$ cat config.mk
export PLATFORM = sky130hd
export DESIGN_NAME = fault_log_irq
export DESIGN_NICKNAME = d
export VERILOG_FILES = /design/src/rtl/flog_pkg.sv /design/src/rtl/flog_capture.sv /design/src/rtl/flog_irq.sv /design/src/rtl/flog_regif.sv /design/src/rtl/fault_log_irq.sv
export SDC_FILE = /design/constraint.sdc
export NUM_CORES = 1
export LEC_CHECK = 0
export ABC_AREA = 1
export CELL_PAD_IN_SITES_DETAIL_PLACEMENT = 0
export CELL_PAD_IN_SITES_GLOBAL_PLACEMENT = 1
export CORE_ASPECT_RATIO = 0.9
export CORE_UTILIZATION = 43
export CTS_CLUSTER_SIZE = 30
export DETAILED_ROUTE_END_ITERATION = 8
export DONT_BUFFER_PORTS = 1
export GPL_TIMING_DRIVEN = 0
export PLACE_DENSITY_LB_ADDON = 0.1
export SLEW_MARGIN = 40
export SYNTH_ARGS = -nofsm -noshare
export SYNTH_HDL_FRONTEND = slang
export SYNTH_SLANG_ARGS = --single-unit
$ cat constraint.sdc
create_clock -name clk -period 1.7 [get_ports clk]
set_input_delay 0.17 -clock clk [delete_from_list [all_inputs] [get_ports clk]]
set_output_delay 0.17 -clock clk [all_outputs]
set_load 0.005 [all_outputs]
$ cat src/rtl/flog_pkg.sv
package flog_pkg;
    localparam int BUS_W     = 32;
    localparam int OFS_W     = 12;
    localparam int ADDR_W    = 48;
    localparam int ADDR_LO_W = 32;
    localparam int ADDR_HI_W = ADDR_W - ADDR_LO_W;
    localparam int ROUTE_W   = 12;
    localparam int NFLAG     = 6;
    localparam int PID_W     = 8;
    localparam int BCNT_W    = 10;
    localparam int DEST_W    = 8;
    localparam int LOG_WORDS = 4;
    localparam int IDX_W     = $clog2(LOG_WORDS);
    localparam int ROUTE_LSB = 16;
    localparam int FLAG_LSB  = 8;

    localparam logic [OFS_W-1:0] OFS_DEST     = 12'h804;
    localparam logic [OFS_W-1:0] OFS_CTRL     = 12'h820;
    localparam logic [OFS_W-1:0] OFS_LOG_BASE = 12'h82C;
    localparam logic [OFS_W-1:0] OFS_LOG_LAST = OFS_LOG_BASE + OFS_W'(4 * (LOG_WORDS - 1));
    localparam logic [OFS_W-1:0] OFS_PEND_SET = 12'h840;
    localparam logic [OFS_W-1:0] OFS_PEND_CLR = 12'h844;
    localparam logic [OFS_W-1:0] OFS_EN_SET   = 12'h848;
    localparam logic [OFS_W-1:0] OFS_EN_CLR   = 12'h84C;
    localparam logic [OFS_W-1:0] OFS_EOI      = 12'h850;

    typedef struct packed {
        logic [ADDR_W-1:0]  addr;
        logic [ROUTE_W-1:0] route;
        logic [NFLAG-1:0]   flags;
        logic [PID_W-1:0]   pid;
        logic [BCNT_W-1:0]  bcnt;
    } flog_rec_t;

    typedef struct packed {
        logic pend_set;
        logic pend_clr;
        logic en_set;
        logic en_clr;
        logic eoi;
        logic rd_last;
    } flog_cmd_t;

    typedef struct packed {
        logic irq_off;
        logic log_off;
    } flog_ctl_t;

    function automatic logic [BUS_W-1:0] log_word(flog_rec_t r, logic [IDX_W-1:0] idx);
        logic [BUS_W-1:0] w;
        w = '0;
        case (idx)
            2'd0: w[ADDR_LO_W-1:0] = r.addr[ADDR_LO_W-1:0];
            2'd1: w[ADDR_HI_W-1:0] = r.addr[ADDR_W-1:ADDR_LO_W];
            2'd2: begin
                w[ROUTE_LSB +: ROUTE_W] = r.route;
                w[FLAG_LSB +: NFLAG]    = r.flags;
                w[PID_W-1:0]            = r.pid;
            end
            default: w[BCNT_W-1:0] = r.bcnt;
        endcase
        return w;
    endfunction
endpackage

$ cat src/rtl/flog_capture.sv
module flog_capture
    import flog_pkg::*;
(
    input  logic      clk,
    input  logic      rst,
    input  logic      exc_valid,
    input  flog_rec_t exc_in,
    input  logic      log_off,
    input  logic      pend,
    output flog_rec_t rec,
    output logic      capture
);
    assign capture = exc_valid && !log_off && !pend;

    always_ff @(posedge clk) begin
        if (rst)
            rec <= '0;
        else if (capture)
            rec <= exc_in;
    end

    // a fault seen while pending leaves the record untouched
    p_drop_while_pend_r2: assert property (@(posedge clk) disable iff (rst)
        (exc_valid && pend) |=> $stable(rec));

    // logging disabled means the record never changes
    p_no_log_when_off_r3: assert property (@(posedge clk) disable iff (rst)
        (exc_valid && log_off) |=> $stable(rec));
endmodule

$ cat src/rtl/flog_irq.sv
module flog_irq
    import flog_pkg::*;
(
    input  logic      clk,
    input  logic      rst,
    input  logic      capture,
    input  flog_cmd_t cmd,
    input  logic      irq_off,
    output logic      pend,
    output logic      en,
    output logic      irq_level,
    output logic      irq_pulse
);
    logic armed;
    logic level_d;

    assign irq_level = pend && en && !irq_off;
    assign irq_pulse = armed && irq_level && !level_d;

    always_ff @(posedge clk) begin
        if (rst) begin
            pend    <= 1'b0;
            en      <= 1'b0;
            armed   <= 1'b1;
            level_d <= 1'b0;
        end else begin
            if (capture || cmd.pend_set)
                pend <= 1'b1;
            else if (cmd.pend_clr || cmd.rd_last)
                pend <= 1'b0;

            if (cmd.en_set)
                en <= 1'b1;
            else if (cmd.en_clr)
                en <= 1'b0;

            if (cmd.eoi)
                armed <= 1'b1;
            else if (irq_pulse)
                armed <= 1'b0;

            level_d <= irq_level;
        end
    end

    // capture leaves pending set
    p_capture_pends_r2: assert property (@(posedge clk) disable iff (rst)
        capture |=> pend);

    // read of the last log word acknowledges when nothing sets pend
    p_rd_clears_r4: assert property (@(posedge clk) disable iff (rst)
        (cmd.rd_last && !capture && !cmd.pend_set) |=> !pend);

    // explicit set and clear of pending
    p_pend_set_r5: assert property (@(posedge clk) disable iff (rst)
        cmd.pend_set |=> pend);
    p_pend_clr_r5: assert property (@(posedge clk) disable iff (rst)
        (cmd.pend_clr && !capture && !cmd.pend_set) |=> !pend);

    // explicit set and clear of enable
    p_en_set_r6: assert property (@(posedge clk) disable iff (rst)
        cmd.en_set |=> en);
    p_en_clr_r6: assert property (@(posedge clk) disable iff (rst)
        (cmd.en_clr && !cmd.en_set) |=> !en);

    // the pulse lasts one cycle and only accompanies the level
    p_pulse_single_r8: assert property (@(posedge clk) disable iff (rst)
        irq_pulse |=> !irq_pulse);
    p_pulse_has_level_r8: assert property (@(posedge clk) disable iff (rst)
        irq_pulse |-> irq_level);

    // after a pulse without re-arm, no further pulse next cycle onward
    p_disarm_r8: assert property (@(posedge clk) disable iff (rst)
        (irq_pulse && !cmd.eoi) |=> !armed);
endmodule

$ cat src/rtl/flog_regif.sv
module flog_regif
    import flog_pkg::*;
(
    input  logic              clk,
    input  logic              rst,
    input  logic              reg_wr,
    input  logic              reg_rd,
    input  logic [OFS_W-1:0]  reg_addr,
    input  logic [BUS_W-1:0]  reg_wdata,
    input  flog_rec_t         rec,
    input  logic              pend,
    input  logic              en,
    output flog_cmd_t         cmd,
    output flog_ctl_t         ctl,
    output logic [BUS_W-1:0]  reg_rdata
);
    logic [DEST_W-1:0] dest_id;
    logic [BUS_W-1:0]  words [LOG_WORDS];
    logic              unused_wdata;

    assign unused_wdata = ^reg_wdata[BUS_W-1:DEST_W];

    for (genvar g = 0; g < LOG_WORDS; g++) begin : g_word
        assign words[g] = log_word(rec, IDX_W'(g));
    end

    always_ff @(posedge clk) begin
        if (rst) begin
            dest_id <= '0;
            ctl     <= '0;
        end else if (reg_wr) begin
            if (reg_addr == OFS_DEST)
                dest_id <= reg_wdata[DEST_W-1:0];
            if (reg_addr == OFS_CTRL) begin
                ctl.log_off <= reg_wdata[0];
                ctl.irq_off <= reg_wdata[1];
            end
        end
    end

    always_comb begin
        cmd          = '0;
        cmd.pend_set = reg_wr && (reg_addr == OFS_PEND_SET) && reg_wdata[0];
        cmd.pend_clr = reg_wr && (reg_addr == OFS_PEND_CLR) && reg_wdata[0];
        cmd.en_set   = reg_wr && (reg_addr == OFS_EN_SET) && reg_wdata[0];
        cmd.en_clr   = reg_wr && (reg_addr == OFS_EN_CLR) && reg_wdata[0];
        cmd.eoi      = reg_wr && (reg_addr == OFS_EOI);
        cmd.rd_last  = reg_rd && (reg_addr == OFS_LOG_LAST);
    end

    always_comb begin
        reg_rdata = '0;
        if (reg_rd) begin
            case (reg_addr)
                OFS_DEST:                 reg_rdata[DEST_W-1:0] = dest_id;
                OFS_CTRL:                 reg_rdata[1:0] = {ctl.irq_off, ctl.log_off};
                OFS_PEND_SET, OFS_PEND_CLR: reg_rdata[0] = pend;
                OFS_EN_SET, OFS_EN_CLR:   reg_rdata[0] = en;
                default: begin
                    for (int i = 0; i < LOG_WORDS; i++)
                        if (reg_addr == OFS_LOG_BASE + OFS_W'(4 * i))
                            reg_rdata = words[i];
                end
            endcase
        end
    end

    // destination ID takes the written byte
    p_dest_write_r10: assert property (@(posedge clk) disable iff (rst)
        (reg_wr && reg_addr == OFS_DEST) |=> (dest_id == $past(reg_wdata[DEST_W-1:0])));

    // idle bus returns zero
    p_idle_zero_r11: assert property (@(posedge clk) disable iff (rst)
        !reg_rd |-> (reg_rdata == '0));
endmodule

$ cat src/rtl/fault_log_irq.sv
module fault_log_irq
    import flog_pkg::*;
(
    input  logic                 clk,
    input  logic                 rst,
    input  logic                 exc_valid,
    input  logic [ADDR_W-1:0]    exc_addr,
    input  logic [ROUTE_W-1:0]   exc_route,
    input  logic [NFLAG-1:0]     exc_flags,
    input  logic [PID_W-1:0]     exc_priv_id,
    input  logic [BCNT_W-1:0]    exc_bytes,
    input  logic                 reg_wr,
    input  logic                 reg_rd,
    input  logic [OFS_W-1:0]     reg_addr,
    input  logic [BUS_W-1:0]     reg_wdata,
    output logic [BUS_W-1:0]     reg_rdata,
    output logic                 irq_level,
    output logic                 irq_pulse
);
    flog_rec_t exc_in;
    flog_rec_t rec;
    flog_cmd_t cmd;
    flog_ctl_t ctl;
    logic      capture;
    logic      pend;
    logic      en;

    always_comb begin
        exc_in.addr  = exc_addr;
        exc_in.route = exc_route;
        exc_in.flags = exc_flags;
        exc_in.pid   = exc_priv_id;
        exc_in.bcnt  = exc_bytes;
    end

    flog_capture u_capture (
        .clk       (clk),
        .rst       (rst),
        .exc_valid (exc_valid),
        .exc_in    (exc_in),
        .log_off   (ctl.log_off),
        .pend      (pend),
        .rec       (rec),
        .capture   (capture)
    );

    flog_irq u_irq (
        .clk       (clk),
        .rst       (rst),
        .capture   (capture),
        .cmd       (cmd),
        .irq_off   (ctl.irq_off),
        .pend      (pend),
        .en        (en),
        .irq_level (irq_level),
        .irq_pulse (irq_pulse)
    );

    flog_regif u_regif (
        .clk       (clk),
        .rst       (rst),
        .reg_wr    (reg_wr),
        .reg_rd    (reg_rd),
        .reg_addr  (reg_addr),
        .reg_wdata (reg_wdata),
        .rec       (rec),
        .pend      (pend),
        .en        (en),
        .cmd       (cmd),
        .ctl       (ctl),
        .reg_rdata (reg_rdata)
    );

    // a re-arm write leaves the level output where it was
    p_eoi_level_r9: assert property (@(posedge clk) disable iff (rst)
        (cmd.eoi && !capture && !cmd.pend_set && !cmd.pend_clr && !cmd.en_set
         && !cmd.en_clr && !cmd.rd_last) |=> $stable(irq_level));
endmodule

Yosys cells after proc, flatten, opt, wreduce, memory -nomap -nowiden
Cells that the tools add are included.
Operators by class
  eq/ne operators: 11
  mux-type cells: 13
  reduce and logical (&&, ||, !) cells: 32
Operator list (count)
  2-to-1 mux 32 bit: 5
  equality test 12 bit (second input constant): 11
  2-to-1 mux 24 bit: 1
  logical AND 1 bit: 16
  one-hot mux 6 bit (2 select lines): 1
  OR reduction 2 bit: 3
  OR reduction 6 bit: 1
  OR reduction 5 bit: 1
  logical NOT 1 bit: 4
  2-to-1 mux 1 bit: 4
  one-hot mux 1 bit (4 select lines): 1
  AND reduction 2 bit: 2
  nonzero test 2 bit: 2
  OR reduction 4 bit: 1
  one-hot mux 1 bit (3 select lines): 1
  logical OR 1 bit: 2
Word-level totals
  register bits after elaboration: 98
  input bits: 133
  output and inout port bits: 34

Longest topological paths before layout
Gate-level depths: netlist (run 1).
  depth after elaboration: 7
  gate-level depth with buffers: 13
  depth with buffers taken out: 12

Cells and area by module
From an unflattened synthesis (run 1), not the netlist that was laid out.
Unflattened totals
  cell total of the unflattened synthesis: 869
  area total of the unflattened synthesis: 5363.9 µm²
Modules (own cells, without submodules)
  flog_capture: instances 1, cells each 536, area an instance 3439.5 µm², sequential area each 1681.6 µm²
  flog_regif: instances 1, cells each 312, area an instance 1770.4 µm², sequential area each 200.2 µm²
  flog_irq: instances 1, cells each 21, area an instance 153.9 µm², sequential area each 80.1 µm²

Worst setup path before layout (run 1)
Ideal clock, no wire load.
  path type: input port to output port
  start: input port reg_addr[8]
  end: output port reg_rdata[10]
  arrival time: 1.198 ns
  path slack: 0.332 ns
  stages: 11
  path through: nor2_1 nand2_1 nor2_4 nand2_2 nand2_1 nor2_4 nand2_4 inv_2 nand2_2 buf_6 nor2_2
On the way
  longest elaborated chain between the ends: 7
  elaborated cells on any way between the ends: 17
  those cells by class: 10 x eq/ne; 6 x mux; 1 x reduce/logical
RTL lines
  start: declaration: RTL line fault_log_irq.sv:14  | input logic [OFS_W-1:0] reg_addr,
  equality test 12 bit: RTL line flog_regif.sv:61  | if (reg_addr == OFS_LOG_BASE + OFS_W'(4 * i))
  2-to-1 mux 32 bit (4 in series): RTL line flog_regif.sv:61
  2-to-1 mux 24 bit (*): RTL line flog_regif.sv:54  | case (reg_addr)
  2-to-1 mux 32 bit (*): RTL line flog_regif.sv:53  | if (reg_rd) begin
  end: declaration: RTL line fault_log_irq.sv:16  | output logic [BUS_W-1:0] reg_rdata,
Mark *: on every way between the ends. The rest lies on a longest branch, timed or not.

Final worst setup path (run 1)
  start: input port reg_addr[10]
  end: output port reg_rdata[0]
On the way
  longest elaborated chain between the ends: 7
  elaborated cells on any way between the ends: 18
  those cells by class: 10 x eq/ne; 6 x mux; 2 x reduce/logical
RTL lines (RTL line)
  equality test 12 bit: flog_regif.sv:61
  2-to-1 mux 32 bit (4 in series): flog_regif.sv:61
  one-hot mux 1 bit (4 select lines) (*): flog_regif.sv:54
  2-to-1 mux 32 bit (*): flog_regif.sv:53
Marked as above.

==> impl_metrics.json, run 1 <==
{
  "outcome": "complete, no violations",
  "syn_area_sq_um": 4717,
  "gr-usage-met2_pct": 42.19,
  "fmax_mhz": 618.6,
  "cp.required_ps": 1530,
  "ys_ff_latch": 98,
  "die_y_microns": 101.4,
  "worst-setup-path-type": "in2out",
  "switching_share_pct": 24.31,
  "wl_per_cell_microns": 15.08,
  "slowest_delay_ps": 210,
  "dp_cells": 824,
  "syn_avg_cell_area_sq_um": 6.787,
  "drt_iter0_drc": 301,
  "io_buffers": 0,
  "htreeDepth": 3,
  "synth_mux_area_share_pct": 0,
  "maxSlewViolCount": 0,
  "cellLeakagePower_uw": 0.002499,
  "critPathBufInv": 2,
  "clock_skew_ps": 4.975,
  "ios": 167,
  "synthArstFlopShare_pct": 0,
  "cts_sinks": 98,
  "yosys.area_share.simple_pct": 33.79,
  "ctsLongestPathBuffers": 2,
  "post-route-period-util_pct": 95.10,
  "seq_power_share_pct": 47.3,
  "track_usage_pct": 25.25,
  "grt_overflow": 0,
  "nFillCells": 1006,
  "clockPowerShare_pct": 41.0,
  "crit_chain": "inv_1 > nand2_1 > nor2_4 > nand2_1 > nor2_4 > buf_4 > nand2_1 > nand3_1 > nor2_1 > a21oi_2",
  "viasPerCell": 5.078,
  "synth_cell_types": 31,
  "met3_usage_pct": 5.925,
  "grt_max_degree": 16,
  "grt_pass1_wl_microns": 22330,
  "ys_seq_area_share_pct": 41.59,
  "synth_xor_area_share_pct": 0,
  "synth_top_area_share_pct": 41.59,
  "crit_fanout": 10,
  "antenna_found_initial": 0,
  "routed_wl_microns": 13990,
  "p_sw_uw": 1277,
  "worstMarginPinSlew_ps": 583.8,
  "endpoint_kind": "output port",
  "synth_compound_area_share_pct": 17.08,
  "clk_latency_ps": 340,
  "seqCellArea_sq_um": 1962,
  "start_kind": "input pin",
  "cp_common_cell": "nand2_1",
  "hold_viol_final": 0,
  "cts_buffers": 9,
  "cts.clk_slew.worst_paths_ps": 70,
  "initial_core_util_pct": 45.07,
  "fp.dieW_microns": 112.4,
  "coreArea_sq_um": 10470,
  "place.gp.congestion": 0.8256,
  "drc": 0,
  "grt_pass1_vias": 4542,
  "num_vias": 4712,
  "dieArea_sq_um": 11390,
  "hold_ws_ps": 6.717,
  "drt_pre_antenna_iters": 5,
  "synth_area_leader_cell": "dfxtp_1",
  "crit_family": "simple AND/OR/NAND/NOR gates",
  "setup_violations": 0,
  "hpwl_microns": 10100,
  "maxCapViolations": 0,
  "final_cells": 928,
  "layout.nets": 928,
  "multi_input_area_sq_um": 2449,
  "diodes": 0,
  "synth_area_leaders": "dfxtp_1 42%, nand2_1 22%, a21oi_1 9.7%",
  "combPwrFrac_pct": 11.7,
  "syn-instance-count": 695,
  "num_rows": 35,
  "synthAdderAreaFrac_pct": 0,
  "drive_gt1_share_pct": 12.77,
  "synth_ff_type": "dfxtp_1",
  "p_per_area_nw_per_um2": 856.4,
  "cp_slowest_cell": "buf_4",
  "root_buffer": "clkbuf_16",
  "busiest_layer": "met2",
  "power.internal_uw": 3976,
  "area_delta_synth_final_pct": 30.05,
  "min-delay-path-class": "in2reg",
  "ir_worst_vdd_v": 0.0006298,
  "synth_top_family_by_area": "simple AND/OR/NAND/NOR gates",
  "cts_tree": "yes",
  "met1_usage_pct": 32.99,
  "fin_crit_ps": 1617,
  "yosys_warnings": 0,
  "synth_nets": 828,
  "worstPathArrival_ps": 1450,
  "relSlewSlack_pct": 61.08,
  "synth-edff-count": 0,
  "ant_nets": 0
}
==> worst paths after layout <==
| path | cells past startpoint | startpoint | endpoint | slack, ps |
|---|---|---|---|---|
| min | 2 | reg_wdata[6] | u_regif.dest_id[6] | 7 |
| max reg2reg | 8 | u_regif.ctl[0] | u_capture.rec[20] | 150 |
| max | 10 | reg_addr[10] | reg_rdata[0] | 80 |
| min reg2reg | 2 | u_capture.rec[13] | u_capture.rec[13] | 460 |
==> metrics by stage <==
| step | setup TNS, ps | util (%) | total power [uW] | setup WS, ps | cell area [sq um] |
|---|---|---|---|---|---|
| after global routing | -0.9858 | 58.61 | 5465 | -0.9858 | 6135 |
| final | 0 | 58.61 | 5254 | 83.37 | 6135 |
| after detailed placement | -1371 | 46.61 | 2972 | -108.3 | 4878 |
| after floorplan | 0 | - | 2844 | 332.0 | 4717 |
| after CTS | 0 | 57.88 | 5282 | 4.463 | 6058 |
| after global placement | -893.4 | 46.61 | 2959 | -85.99 | 4878 |
==> cells in the final DEF (no fill, tap or decap), drive strengths merged <==
| master | n |
|---|---|
| a211oi | 12 |
| a21oi | 103 |
| a22o | 2 |
| a31oi | 1 |
| a41oi | 1 |
| buf | 17 |
| bufinv | 2 |
| clkbuf | 36 |
| clkinv | 2 |
| dfxtp | 98 |
| dlygate4sd3 | 86 |
| inv | 41 |
| nand2 | 287 |
| nand3 | 27 |
| nor2 | 62 |
| nor3 | 3 |
| o21ai | 16 |
| o22ai | 1 |
| o31ai | 2 |
==> cells by family after synthesis <==
| group | count (synthesis) |
|---|---|
| AOI/OAI and AO/OA | 138 |
| buffers and inverters | 80 |
| DFF | 98 |
| and+or+nand+nor | 379 |
==> worst register-to-register path, cell delays in order, from the launching register on <==
cell and delay [ps]:
dfxtp_1 350, inv_1 70, nand2_1 90, nor2_2 60, inv_2 80, buf_2 260, clkbuf_2 310, nand2_1 100
a21oi_1 150
==> synthesized netlist by cell type, types with 4 or more instances <==
master,count
a211oi_1,10
a21oi_1,91
a21oi_2,12
buf_1,4
buf_2,9
buf_6,4
clkbuf_1,20
dfxtp_1,98
inv_1,31
inv_2,8
nand2_1,279
nand2_2,5
nand3_1,23
nand3_2,4
nor2_1,44
nor2_2,13
nor2_4,4
o21ai_0,12
==> power groups by stage <==
stage / Sequential [uW] / Combinational (uW) / Clock [uW]
after floorplan: 2520 / 324 / 0
after global placement: 2530 / 425 / 0
after detailed placement: 2540 / 437 / 0
after CTS: 2480 / 602 / 2200
after global routing: 2500 / 683 / 2280
final: 2490 / 615 / 2150
==> sequential cells by signal, summed over array words and instances, names as in the netlist <==
register,flops
u_irq.level_d,1
u_irq.pend,1
u_regif.ctl,2
u_regif.dest_id,8
u_irq.en,1
u_capture.rec,84
u_irq.armed,1
==> what timing repair did <==
item,4_1_cts,5_1_grt
hold endpoints to repair,88,0
hold buffers,86,0
endpoints found under the setup margin,21,76
gates resized for setup,4,23
buffers inserted,0,3
pin swaps,0,4
==> cell type report <==
type / count / area share, %
well taps: 129 / 2.631
repair buffers: 89 / 14.40
multi-input cells: 517 / 39.91
inverters: 40 / 2.488
plain buffers: 40 / 3.569
flip-flops and latches: 98 / 31.98
clock buffers: 10 / 3.732
clock inverters: 5 / 1.285
==> metal layers <==
| metal | up-vias | share of wire (%) |
|---|---|---|
| li1 | 2414 | - |
| met1 | 2148 | 47 |
| met2 | 138 | 46 |
| met3 | 12 | 6.1 |
| met4 | 0 | 1.1 |
| met5 | - | 0 |
(Power assumes the default switching activity.)
==> run 2, diff against run 1 <==
--- a/config.mk
+++ b/config.mk
@@ -14,7 +14,7 @@
 export DETAILED_ROUTE_END_ITERATION = 8
 export DONT_BUFFER_PORTS = 1
 export GPL_TIMING_DRIVEN = 0
-export PLACE_DENSITY_LB_ADDON = 0.1
+export PLACE_DENSITY = 0.88
 export SLEW_MARGIN = 40
 export SYNTH_ARGS = -nofsm -noshare
 export SYNTH_HDL_FRONTEND = slang
==> impl_metrics.json, run 2 (synthesis results as in run 1) <==
{
  "outcome": "complete, no violations",
  "grt_overflow": 0,
  "area_delta_synth_final_pct": 30.56,
  "crit_family": "simple AND/OR/NAND/NOR gates",
  "io_buffers": 0,
  "layout.nets": 928,
  "top_regs": "u_capture.rec: 84 flops, u_regif.dest_id: 8 flops, u_regif.ctl: 2 flops",
  "maxSlewViolCount": 0,
  "fin_crit_ps": 1622,
  "highest_layer": "met4",
  "nFillCells": 999,
  "diodes": 0,
  "ios": 167,
  "num_vias": 4816,
  "p_per_area_nw_per_um2": 875.7,
  "layout_commonest_cell": "nand2_1",
  "min_path_cells": 2,
  "track_usage_pct": 25.54,
  "post-route-period-util_pct": 95.40,
  "met1_length_microns": 6272,
  "dieArea_sq_um": 11390,
  "wl_met2_microns": 6782,
  "endpoint_kind": "output port",
  "cts_buffers": 9,
  "grt_max_degree": 18,
  "fmax_mhz": 616.6,
  "start_kind": "input pin",
  "dr_wl_met3_microns": 929,
  "place.gp.congestion": 0.8529,
  "regMostFlops": "u_capture.rec",
  "multi_input_area_sq_um": 2436,
  "cellLeakagePower_uw": 0.002501,
  "antenna_found_initial": 0,
  "slowest_delay_ps": 310,
  "final_cells": 929,
  "maxCapViolations": 0,
  "drive_gt1_share_pct": 12.38,
  "initial_core_util_pct": 45.07,
  "ctsLongestPathBuffers": 2,
  "setup_slack_ps": 78.21,
  "cts_tree": "yes",
  "cts_sinks": 98,
  "setup_violations": 0,
  "worst-setup-path-type": "in2out",
  "grt_pass1_vias": 4536,
  "min-delay-path-class": "in2reg",
  "reg2reg_depth": 8,
  "seqCellArea_sq_um": 1962,
  "routed_wl_microns": 14190,
  "grt_pass1_wl_microns": 22540,
  "cp_slowest_cell": "o21ai_4",
  "worstMarginPinSlew_ps": 580.4,
  "final_cell_mix": "278 x nand2_1, 98 x dfxtp_1, 90 x a21oi_1",
  "design_power_total_uw": 5393,
  "root_buffer": "clkbuf_16",
  "hold_viol_final": 0,
  "num_rows": 35,
  "drc": 0,
  "coreArea_sq_um": 10470,
  "drt_pre_antenna_iters": 5,
  "fp.dieW_microns": 112.4,
  "cts.clk_slew.worst_paths_ps": 70,
  "ant_nets": 0,
  "drt_iter0_drc": 263,
  "dp_cells": 824,
  "crit_fanout": 9,
  "htreeDepth": 3,
  "cp_common_cell": "inv_1",
  "worstPathArrival_ps": 1450,
  "crit_chain": "inv_1 > nor2_2 > nand2_1 > nor2_4 > o21ai_4 > nand3_1 > inv_1 > o21ai_0 > nor2_1",
  "wl_per_cell_microns": 15.27,
  "cp.required_ps": 1530,
  "clock_skew_ps": 6.557,
  "post-place-ws_ps": -72.01,
  "worstSetupPathDepth": 9,
  "viasPerCell": 5.184,
  "critPathBufInv": 2,
  "rsz0062_at_grt": "false",
  "relSlewSlack_pct": 61.31,
  "largest_reg_flops": 84,
  "ir_worst_vdd_v": 0.0006341,
  "die_y_microns": 101.4,
  "hpwl_microns": 10280,
  "clk_latency_ps": 350
}
-- run 2: cell types whose count changed in the layout (fill, tap and decap cells not counted), sizes merged --
cell | previous run | this run
clkinvlp | 0 | 1
clkbuf | 36 | 34
clkinv | 2 | 1
dlygate4sd3 | 86 | 88
inv | 41 | 42
-- run 2: what timing repair did --
action / in CTS / in global routing
pin swaps: 0 / 2
setup endpoints to repair: 28 / 92
hold buffers: 88 / 0
gates resized for setup: 6 / 16
hold endpoints to repair: 90 / 0
setup buffers: 0 / 1
-- run 2: power by group --
part	internal (uW)	total, uW	switching [uW]
Sequential	2420	2490	65.8
Clock	1350	2290	941
Combinational	274	616	342
Total	4040	5390	1350
-- run 2: area by class of cell --
class                           count  area share [%]
Clock buffer                       10           3.881
Timing Repair Buffer               89           14.43
Multi-Input combinational cell    517           39.56
Inverter                           40           2.519
Buffer                             40           3.576
Tap cell                          129           2.621
Clock inverter                      6           1.564
Sequential cell                    98           31.86
-- run 2: metal layers --
layer	track usage (%)	up-vias
met1	32.14	2223
met5	0	-
met4	7.590	0
li1	-	2424
met3	6.224	15
met2	43.72	154
-- run 2: path summary, 6_finish.rpt --
check                                     endpoint              start  slack [ps]
worst min register to register   u_capture.rec[64]  u_capture.rec[64]         460
worst max-delay path                  reg_rdata[9]       reg_addr[11]          80
worst min-delay path            u_regif.dest_id[3]       reg_wdata[3]          10
worst max register to register   u_capture.rec[10]     u_regif.ctl[0]         140
-- run 2: metrics by stage --
step	TNS, ps	utilization, %	cell area, sq um	hold WS [ps]
finish	0	58.84	6158	10.10
CTS	0	58.37	6110	6.379
detailed placement	-370.3	46.61	4878	324.7
floorplan	0	-	4717	317.9
global placement	-154.3	46.61	4878	321.3
global route	0	58.84	6158	5.692
-- run 2: worst reg2reg max path: stages (launching register included) --
cell      delay [ps]
dfxtp_1          320
inv_1             70
nand2_1           70
nor2_1           240
inv_2             90
buf_2            220
clkbuf_2         250
nand2_1          110
a21oi_1           60
==> run 3, diff against run 2 <==
==> constraint.sdc (replaced) <==
create_clock -name clk -period 1.7 [get_ports clk]
set_input_delay 0 -clock clk [delete_from_list [all_inputs] [get_ports clk]]
set_output_delay 0 -clock clk [all_outputs]
set_load 0.005 [all_outputs]
==> impl_metrics.json, run 3 (synthesis results as in run 1) <==
{
  "layout.nets": 937,
  "cp_slowest_cell": "dfxtp_1",
  "num_vias": 4860,
  "endpoint_kind": "flop",
  "min_path_cells": 4,
  "switching_share_pct": 25.11,
  "ctsLongestPathBuffers": 2,
  "crit_chain": "inv_1 > nand2_1 > nor2_2 > inv_2 > buf_2 > buf_2 > nand2_1 > a21oi_1",
  "clk_latency_ps": 350,
  "grt_overflow": 0,
  "setup_slack_ps": 196.9,
  "seq_power_share_pct": 45.9,
  "num_rows": 35,
  "htreeDepth": 3,
  "io_buffers": 0,
  "wl_met2_microns": 6864,
  "dieArea_sq_um": 11390,
  "initial_core_util_pct": 45.07,
  "power.internal_uw": 4056,
  "root_buffer": "clkbuf_16",
  "start_kind": "flop",
  "worst-setup-path-type": "reg2reg",
  "min_from": "reg_addr[4]",
  "drive_gt1_share_pct": 11.62,
  "post-place-ws_ps": -66.51,
  "grt_pass1_vias": 4594,
  "p_sw_uw": 1360,
  "cts_buffers": 9,
  "worstPathArrival_ps": 1780,
  "worstMarginPinSlew_ps": 585.6,
  "maxCapViolations": 0,
  "largest_reg_flops": 84,
  "fmax_mhz": 665.3,
  "maxSlewViolCount": 0,
  "antenna_found_initial": 0,
  "combPwrFrac_pct": 11.7,
  "final_cell_mix": "279 x nand2_1, 98 x dlygate4sd3_1, 98 x dfxtp_1",
  "ir_worst_vdd_v": 0.0006343,
  "drt_pre_antenna_iters": 5,
  "r2r_start": "u_regif.ctl[0]",
  "place.gp.congestion": 0.8529,
  "drt_iter0_drc": 292,
  "cts.clk_slew.worst_paths_ps": 70,
  "reg2reg_depth": 8,
  "dr_wl_met3_microns": 791,
  "hold_viol_final": 0,
  "drc": 0,
  "coreArea_sq_um": 10470,
  "reg2reg_to": "u_capture.rec[50]",
  "slowest_delay_ps": 340,
  "outcome": "complete, no violations",
  "cp.required_ps": 1980,
  "cellLeakagePower_uw": 0.002538,
  "rsz0062_at_grt": "false",
  "regMostFlops": "u_capture.rec",
  "hpwl_microns": 10280,
  "met1_length_microns": 6422,
  "routed_wl_microns": 14280,
  "ant_nets": 0,
  "hold_ws_ps": 13.92,
  "fin_crit_ps": 1503,
  "post-route-period-util_pct": 88.42,
  "grt_max_degree": 18,
  "p_per_area_nw_per_um2": 871.9,
  "reg2reg_setup_slack_ps": 200,
  "highest_layer": "met4",
  "clock_skew_ps": 6.254,
  "ios": 167,
  "relSlewSlack_pct": 60.96,
  "cts_tree": "yes",
  "worstHoldEndpoint": "u_irq.armed",
  "grt_pass1_wl_microns": 22800,
  "wl_per_cell_microns": 15.22,
  "fp.dieW_microns": 112.4,
  "die_y_microns": 101.4,
  "area_delta_synth_final_pct": 31.67,
  "top_regs": "u_capture.rec: 84 flops, u_regif.dest_id: 8 flops, u_regif.ctl: 2 flops",
  "crit_fanout": 10,
  "layout_commonest_cell": "nand2_1",
  "track_usage_pct": 25.78,
  "diodes": 0,
  "setup_violations": 0,
  "min-delay-path-class": "in2reg",
  "cts_sinks": 98,
  "viasPerCell": 5.181,
  "clockPowerShare_pct": 42.4
}
-- run 3: worst max path at each step --
stage / depth (start not counted) / slack (ps) / from / to
floorplan: 7 / 430 / u_regif.ctl[0] / u_capture.rec[0]
global placement: 7 / -40 / u_regif.ctl[0] / u_capture.rec[49]
detailed placement: 7 / -70 / u_regif.ctl[0] / u_capture.rec[50]
CTS: 8 / 10 / u_regif.ctl[0] / u_capture.rec[13]
global route: 8 / 40 / u_regif.ctl[0] / u_capture.rec[22]
finish: 8 / 200 / u_regif.ctl[0] / u_capture.rec[50]
-- run 3: layer usage --
layer | vias up | GRT usage (%)
li1 | 2438 | -
met1 | 2256 | 32.42
met2 | 149 | 44.24
met4 | 0 | 7.590
met3 | 17 | 6.224
met5 | - | 0
-- run 3: through the flow --
step | power (uW) | TNS [ps] | util (%) | std cells | instance area (sq um)
floorplan | 2844 | 0 | - | 695 | 4717
global placement | 2953 | -80.25 | 46.61 | 824 | 4878
detailed placement | 2971 | -298.3 | 46.61 | 824 | 4878
CTS | 5440 | 0 | 59.23 | 938 | 6200
global route | 5634 | 0 | 59.34 | 938 | 6211
finish | 5416 | 0 | 59.34 | 938 | 6211
-- run 3: worst max-delay path, delay by kind of cell (launching register included) --
family	cells	cell delay, ps
AND/OR/NAND/NOR	3	260
AO/OA/AOI/OAI	1	140
buffers and inverters	4	690
flip-flops	1	340
-- run 3: what timing repair did --
action	in CTS	in global routing
cloned	0	0
resized for setup	4	7
endpoints found under the hold margin	96	0
setup endpoints to repair	27	63
setup buffers	0	0
hold buffers	98	0
-- run 3: power by group through the flow --
stage | logic [uW] | clock network [uW] | registers [uW]
finish | 632 | 2300 | 2490
global route | 702 | 2430 | 2500
CTS | 623 | 2330 | 2490
detailed placement | 433 | 0 | 2540
global placement | 420 | 0 | 2530
floorplan | 324 | 0 | 2520
-- run 3: final cells by class --
cell class / count / area [sq um]
fillers: 983 / 4255
multi-input cells: 517 / 2402
flip-flops and latches: 98 / 1962
repair buffers: 98 / 980.9
clock buffers: 10 / 239.0
plain buffers: 40 / 216.5
well taps: 129 / 161.4
inverters: 40 / 152.6
clock inverters: 6 / 96.34
